<file path="src/rtl/lp_mode_pkg.sv">
package lp_mode_pkg;
  localparam int MODE_W = 3;
  typedef enum logic [MODE_W-1:0] {
    M_RUN     = 3'd0,
    M_LPRUN   = 3'd1,
    M_SLEEP   = 3'd2,
    M_LPSLEEP = 3'd3,
    M_STOP1   = 3'd4,
    M_STOP2   = 3'd5,
    M_STBY    = 3'd6,
    M_SHDN    = 3'd7
  } lp_mode_e;
  localparam int OPT_STOP = 0;
  localparam int OPT_STBY = 1;
  localparam int OPT_SHDN = 2;
  localparam int NUM_OPT  = 3;
  localparam int DBG_SLP  = 0;
  localparam int DBG_STOP = 1;
  localparam int DBG_STBY = 2;
  localparam int NUM_DBG  = 3;
endpackage

</file>
<file path="src/rtl/lp_wake_match.sv">
module lp_wake_match #(
  parameter int NUM_WKUP = 5
) (
  input  logic [NUM_WKUP-1:0] pin_i,
  input  logic [NUM_WKUP-1:0] pol_i,
  output logic                hit_o
);
  logic [NUM_WKUP-1:0] hit;
  for (genvar g = 0; g < NUM_WKUP; g++) begin : g_pin
    // pol=1: active low
    assign hit[g] = pin_i[g] ^ pol_i[g];
  end
  assign hit_o = |hit;
endmodule

</file>
<file path="src/rtl/lp_mode_legal.sv">
module lp_mode_legal
  import lp_mode_pkg::*;
(
  input  lp_mode_e             cur_i,
  input  lp_mode_e             req_i,
  input  logic [NUM_OPT-1:0]   opt_n_i,
  output logic                 legal_o,
  output logic                 rst_entry_o
);
  always_comb begin
    legal_o = 1'b0;
    unique case (cur_i)
      M_RUN:   legal_o = (req_i != M_LPSLEEP);
      M_LPRUN: legal_o = (req_i == M_RUN) || (req_i == M_LPRUN) || (req_i == M_STOP1) ||
                         (req_i == M_STBY) || (req_i == M_SHDN);
      default: legal_o = 1'b0;
    endcase
  end

  always_comb begin
    rst_entry_o = 1'b0;
    unique case (req_i)
      M_STOP1, M_STOP2: rst_entry_o = !opt_n_i[OPT_STOP];
      M_STBY:           rst_entry_o = !opt_n_i[OPT_STBY];
      M_SHDN:           rst_entry_o = !opt_n_i[OPT_SHDN];
      default:          rst_entry_o = 1'b0;
    endcase
  end
endmodule

</file>
<file path="src/rtl/lp_mode_fsm.sv">
module lp_mode_fsm
  import lp_mode_pkg::*;
(
  input  logic     clk_i,
  input  logic     rst_ni,
  input  logic     req_valid_i,
  input  lp_mode_e req_mode_i,
  input  logic     req_legal_i,
  input  logic     req_rst_i,
  input  logic     wfi_i,
  input  logic     irq_ret_i,
  input  logic     sleep_on_exit_i,
  input  logic     wake_i,
  input  logic     pin_hit_i,
  output lp_mode_e mode_o,
  output logic     rst_req_o,
  output logic     err_o
);
  lp_mode_e mode_q, mode_d;
  logic     from_lp_q, from_lp_d;
  logic     err_q, set_err;
  logic     rst_q, rst_d;
  logic     sleep_trig;
  logic     in_run;

  assign in_run     = (mode_q == M_RUN) || (mode_q == M_LPRUN);
  assign sleep_trig = sleep_on_exit_i ? irq_ret_i : wfi_i;

  always_comb begin
    mode_d    = mode_q;
    from_lp_d = from_lp_q;
    set_err   = 1'b0;
    rst_d     = 1'b0;
    unique case (mode_q)
      M_RUN, M_LPRUN: begin
        if (req_valid_i) begin
          if (!req_legal_i) begin
            set_err = 1'b1;
          end else if (req_rst_i) begin
            mode_d    = M_RUN;
            from_lp_d = 1'b0;
            rst_d     = 1'b1;
          end else begin
            mode_d = req_mode_i;
            if (req_mode_i == M_STOP1) from_lp_d = (mode_q == M_LPRUN);
          end
        end else if (sleep_trig) begin
          mode_d = (mode_q == M_LPRUN) ? M_LPSLEEP : M_SLEEP;
        end
      end
      M_SLEEP:   if (wake_i) mode_d = M_RUN;
      M_LPSLEEP: if (wake_i) mode_d = M_LPRUN;
      M_STOP1:   if (wake_i) mode_d = from_lp_q ? M_LPRUN : M_RUN;
      M_STOP2:   if (wake_i) mode_d = M_RUN;
      M_STBY:    if (wake_i || pin_hit_i) mode_d = M_RUN;
      M_SHDN: begin
        if (wake_i || pin_hit_i) begin
          mode_d = M_RUN;
          rst_d  = 1'b1;
        end
      end
      default: mode_d = M_RUN;
    endcase
    if (req_valid_i && !in_run) set_err = 1'b1;
  end

  always_ff @(posedge clk_i or negedge rst_ni) begin
    if (!rst_ni) begin
      mode_q    <= M_RUN;
      from_lp_q <= 1'b0;
      err_q     <= 1'b0;
      rst_q     <= 1'b0;
    end else begin
      mode_q    <= mode_d;
      from_lp_q <= from_lp_d;
      err_q     <= err_q | set_err;
      rst_q     <= rst_d;
    end
  end

  assign mode_o    = mode_q;
  assign rst_req_o = rst_q;
  assign err_o     = err_q;
endmodule

</file>
<file path="src/rtl/lp_power_ctrl.sv">
module lp_power_ctrl
  import lp_mode_pkg::*;
(
  input  lp_mode_e           mode_i,
  input  logic               sram2_ret_i,
  input  logic               stop1_main_i,
  input  logic [NUM_DBG-1:0] dbg_hold_i,
  output logic               main_reg_o,
  output logic               lp_reg_o,
  output logic               cpu_clk_o,
  output logic               flash_clk_o,
  output logic               sram2_o,
  output logic               bor_o
);
  always_comb begin
    main_reg_o  = 1'b0;
    lp_reg_o    = 1'b0;
    cpu_clk_o   = 1'b0;
    flash_clk_o = 1'b0;
    sram2_o     = 1'b1;
    bor_o       = 1'b1;
    unique case (mode_i)
      M_RUN: begin
        main_reg_o = 1'b1; cpu_clk_o = 1'b1; flash_clk_o = 1'b1;
      end
      M_LPRUN: begin
        lp_reg_o = 1'b1; cpu_clk_o = 1'b1; flash_clk_o = 1'b1;
      end
      M_SLEEP: begin
        main_reg_o = 1'b1; flash_clk_o = 1'b1; cpu_clk_o = dbg_hold_i[DBG_SLP];
      end
      M_LPSLEEP: begin
        lp_reg_o = 1'b1; flash_clk_o = 1'b1; cpu_clk_o = dbg_hold_i[DBG_SLP];
      end
      M_STOP1: begin
        main_reg_o  = stop1_main_i;
        lp_reg_o    = !stop1_main_i;
        cpu_clk_o   = dbg_hold_i[DBG_STOP];
        flash_clk_o = dbg_hold_i[DBG_STOP];
      end
      M_STOP2: begin
        lp_reg_o    = 1'b1;
        cpu_clk_o   = dbg_hold_i[DBG_STOP];
        flash_clk_o = dbg_hold_i[DBG_STOP];
      end
      M_STBY: begin
        main_reg_o  = dbg_hold_i[DBG_STBY];
        lp_reg_o    = sram2_ret_i;
        sram2_o     = sram2_ret_i;
        cpu_clk_o   = dbg_hold_i[DBG_STBY];
        flash_clk_o = dbg_hold_i[DBG_STBY];
      end
      M_SHDN: begin
        main_reg_o  = dbg_hold_i[DBG_STBY];
        sram2_o     = 1'b0;
        bor_o       = 1'b0;
        cpu_clk_o   = dbg_hold_i[DBG_STBY];
        flash_clk_o = dbg_hold_i[DBG_STBY];
      end
      default: ;
    endcase
  end
endmodule

</file>
<file path="src/rtl/lp_mode_seq.sv">
module lp_mode_seq
  import lp_mode_pkg::*;
#(
  parameter int NUM_WKUP = 5
) (
  input  logic                clk_i,
  input  logic                rst_ni,
  input  logic                req_valid_i,
  input  logic [MODE_W-1:0]   req_mode_i,
  input  logic                wfi_i,
  input  logic                irq_ret_i,
  input  logic                sleep_on_exit_i,
  input  logic                wake_i,
  input  logic [NUM_WKUP-1:0] wkup_pin_i,
  input  logic [NUM_WKUP-1:0] wkup_pol_i,
  input  logic [NUM_OPT-1:0]  opt_n_i,
  input  logic                sram2_ret_i,
  input  logic                stop1_main_i,
  input  logic [NUM_DBG-1:0]  dbg_hold_i,
  output logic [MODE_W-1:0]   mode_o,
  output logic                main_reg_en_o,
  output logic                lp_reg_en_o,
  output logic                cpu_clk_en_o,
  output logic                flash_clk_en_o,
  output logic                sram2_ret_o,
  output logic                bor_en_o,
  output logic                sys_rst_req_o,
  output logic                err_o
);
  lp_mode_e mode, req_mode;
  logic     legal, rst_entry, pin_hit;

  assign req_mode = lp_mode_e'(req_mode_i);

  lp_wake_match #(.NUM_WKUP(NUM_WKUP)) u_wake (
    .pin_i (wkup_pin_i),
    .pol_i (wkup_pol_i),
    .hit_o (pin_hit)
  );

  lp_mode_legal u_legal (
    .cur_i       (mode),
    .req_i       (req_mode),
    .opt_n_i     (opt_n_i),
    .legal_o     (legal),
    .rst_entry_o (rst_entry)
  );

  lp_mode_fsm u_fsm (
    .clk_i           (clk_i),
    .rst_ni          (rst_ni),
    .req_valid_i     (req_valid_i),
    .req_mode_i      (req_mode),
    .req_legal_i     (legal),
    .req_rst_i       (rst_entry),
    .wfi_i           (wfi_i),
    .irq_ret_i       (irq_ret_i),
    .sleep_on_exit_i (sleep_on_exit_i),
    .wake_i          (wake_i),
    .pin_hit_i       (pin_hit),
    .mode_o          (mode),
    .rst_req_o       (sys_rst_req_o),
    .err_o           (err_o)
  );

  lp_power_ctrl u_pwr (
    .mode_i       (mode),
    .sram2_ret_i  (sram2_ret_i),
    .stop1_main_i (stop1_main_i),
    .dbg_hold_i   (dbg_hold_i),
    .main_reg_o   (main_reg_en_o),
    .lp_reg_o     (lp_reg_en_o),
    .cpu_clk_o    (cpu_clk_en_o),
    .flash_clk_o  (flash_clk_en_o),
    .sram2_o      (sram2_ret_o),
    .bor_o        (bor_en_o)
  );

  assign mode_o = mode;
endmodule

</file>
<file path="config.mk">
export PLATFORM = sky130hd
export DESIGN_NAME = lp_mode_seq
export DESIGN_NICKNAME = d
export VERILOG_FILES = /design/src/rtl/lp_mode_pkg.sv /design/src/rtl/lp_wake_match.sv /design/src/rtl/lp_mode_legal.sv /design/src/rtl/lp_mode_fsm.sv /design/src/rtl/lp_power_ctrl.sv /design/src/rtl/lp_mode_seq.sv
export SDC_FILE = /design/constraint.sdc
export NUM_CORES = 1
export LEC_CHECK = 0
export BUFFER_PORTS_ARGS = -buffer_cell sky130_fd_sc_hd__buf_2
export CORE_AREA = 2 2 41 43
export CTS_CLUSTER_SIZE = 14
export DETAILED_ROUTE_END_ITERATION = 8
export DIE_AREA = 0 0 43 45
export GPL_TIMING_DRIVEN = 1
export MAX_ROUTING_LAYER = met4
export PLACE_DENSITY = 0.8
export SLEW_MARGIN = 40
export SYNTH_ARGS = -nofsm -noshare
export SYNTH_HDL_FRONTEND = slang
export SYNTH_SLANG_ARGS = --single-unit
</file>
<file path="constraint.sdc">
create_clock -name clk_i -period 3.4 [get_ports clk_i]
set_input_delay 0.34 -clock clk_i [delete_from_list [all_inputs] [get_ports clk_i]]
set_output_delay 0.34 -clock clk_i [all_outputs]
set_load 0.05 [all_outputs]
</file>
==> impl_metrics.tcl <==
set metrics [dict create \
    slew_headroom 0.709 \
    holdBufCountCts 1 \
    async_flop_share 1.00 \
    cp_max_fo 11 \
    critPathMaxStageDelay_ns 0.58 \
    cts_tree "done" \
    yosysWarnings 0 \
    h-tree-depth 1 \
    final_util 0.566 \
    hold_ws_ns 0.426 \
    clock_skew_ns 0.00110 \
    cp.required_ns 3.06 \
    ios 39 \
    cts.clk_slew.worst_paths_ns 0.04 \
    clock_latency_ns 0.24 \
    power.leakage_nw 0.394 \
    wirelength_um 1550 \
    synthToLayoutAreaGrowth_pct 29.6 \
    end_kind "primary output" \
    setup_tns_ns 0 \
    worst_path_max_delay_cell "dfrtp_1" \
    first_global_vias 624 \
    synth_top_area_share 0.233 \
    grt_pass1_wl_um 2650 \
    cts.sinks 6 \
    wl_per_cell_um 12.4 \
    layout_min_cycle_time_ns 1.92 \
    synth_area_leaders "dfrtp_1, buf_6, xnor2_1" \
    dieHeight_um 45 \
    dpl_cell_area_um2 801 \
    ant_nets 0 \
    final_cell_area_um2 833 \
    ys_seq_elements 6 \
    grt_start_max_net_pins 13 \
    cts_resized 0 \
    p_per_area_mw_per_mm2 626 \
    cp-start-kind "register" \
    antenna_found_initial 0 \
    die_w_um 43 \
    yosys.area_share.xor_xnor 0.0817 \
    syn_area_per_cell_um2 8.93 \
    outcome "completed" \
    rsz0062_at_grt "no" \
    syn_inst 72 \
    globalplace.congestion 0.866 \
    cts_made_buffers 3 \
    grt_overflow_total 0 \
    ys_seq_area_frac 0.233 \
    tightestPinTransition_ns 0.437 \
    synth_compound_area_frac 0.228 \
    max_freq_mhz 520 \
    synth-main-ff-cell "dfrtp_1" \
    fp.coreArea_mm2 0.00147 \
    hold_path.class "in -> reg" \
    clk_path_buf_depth 2 \
    drc 0 \
    drtIter0Drc 18 \
    routed_via_density 5.46 \
    n_antenna_cell 0 \
    fp-row-count 14 \
    synth.distinct_cells 34 \
    dpl_worst_slack_ns 1.73 \
    crit_type "reg -> out" \
    worst_slack_ns 1.48 \
    dr.pass1.iters 4 \
    synth_fp_nets 100 \
    synth_area_leader_cell "dfrtp_1" \
    setup_viol 0 \
    start_util 0.437 \
    cts-root-buf "clkbuf_4" \
    synthMuxAreaShare 0.128 \
    fin_nets 139 \
    hold_viol_final 0 \
    path_cells "inv_1 > nand2_1 > a21oi_1 > a31o_2 > buf_2" \
    grt_use_total 0.184 \
    critPathArrivalTime_ns 1.58 \
    synth_common_cells "dfrtp_1, nand2_1, xnor2_1" \
    maxCapViolCount 0 \
    die-area_mm2 0.00194 \
    postCtsSetupBuffers 0 \
    synth_top_family_by_area "compound AO/OA/AOI/OAI gates" \
    layout-drive-gt1-share 0.486 \
    numPortBuffers 38 \
    synthAdderAreaFrac 0 \
    vias 683 \
    synth_area_um2 643 \
    synth_simple_gate_area_share 0.224 \
    peakVddDrop_v 0.000232 \
    min_period_over_period 0.566 \
    synth_edf_count 0 \
    maxSlewViolCount 0 \
    hpwlAfterDp_um 1270 \
]
worst paths after layout:
check / endpoint / slack (ns) / from / cells after the start
min in group asynchronous: u_fsm.mode_o[0]$_DFFE_PN0P_ / 0.46 / rst_ni / 2
worst max register to register: u_fsm.mode_o[0]$_DFFE_PN0P_ / 1.72 / u_fsm.mode_o[2]$_DFFE_PN0P_ / 4
worst min-delay path: u_fsm.mode_o[2]$_DFFE_PN0P_ / 0.43 / opt_n_i[0] / 3
worst min register to register: u_fsm.err_o$_DFF_PN0_ / 0.48 / u_fsm.err_o$_DFF_PN0_ / 1
max in group asynchronous: u_fsm.from_lp_q$_DFFE_PN0P_ / 2.81 / rst_ni / 2
worst max-delay path: main_reg_en_o / 1.48 / u_fsm.mode_o[1]$_DFFE_PN0P_ / 5
final cells by class:
cell class                 instances  area, µm²
clock buffer                       3       22.5
fill                             137        638
inverter                           4       15.0
multi-input combinational         57        425
sequential                         6        150
tap                               16       20.0
timing repair buffer              39        200
logic make-up (layout without fill, tap and decap cells):
group	after synthesis	count (layout)
mux	6	6
xor+xnor	6	6
simple gates	26	26
flops	6	6
compound gates	19	19
buf+inv	9	46
routing by layer:
layer	vias up	wire, µm	global-route usage
li1	341	-	-
met3	2	102	0.0200
met1	310	627	0.209
met4	0	5	0.0545
met2	30	813	0.342
met5	-	0	-
cell usage in the layout (no fill, tap or decap), drive strengths merged, types with 2 or more instances in the layout:
master,instances
nor2,4
mux2,2
a21o,2
a21oi,3
nand3,4
nor3,3
o22ai,2
nand4,4
inv,4
dfrtp,6
buf,38
xnor2,5
o21ai,5
clkbuf,3
mux2i,4
nand2,7
sequential cells by signal, indices dropped and copies added (netlist names):
signal and count:
u_fsm.mode_o 3, u_fsm.err_o 1, u_fsm.from_lp_q 1, u_fsm.rst_req_o 1
critical path: cells and delay by family (launching register included):
family	cells	cell delay, ns
DFF	1	0.58
buffers and inverters	2	0.35
AOI/OAI and AO/OA	2	0.32
and+or+nand+nor	1	0.09
through the flow:
stage                     power (mW)  cells
after floorplan                0.405     72
after global placement         0.449    121
after detailed placement       0.454    121
after CTS                      0.521    125
after global routing           0.557    125
final                          0.521    125
where the power goes:
part / total, mW / switching (mW) / internal (mW)
registers: 0.131 / 0.0443 / 0.0871
clock network: 0.0637 / 0.0239 / 0.0398
logic: 0.326 / 0.212 / 0.114
Power figures use the tool's default switching activity.
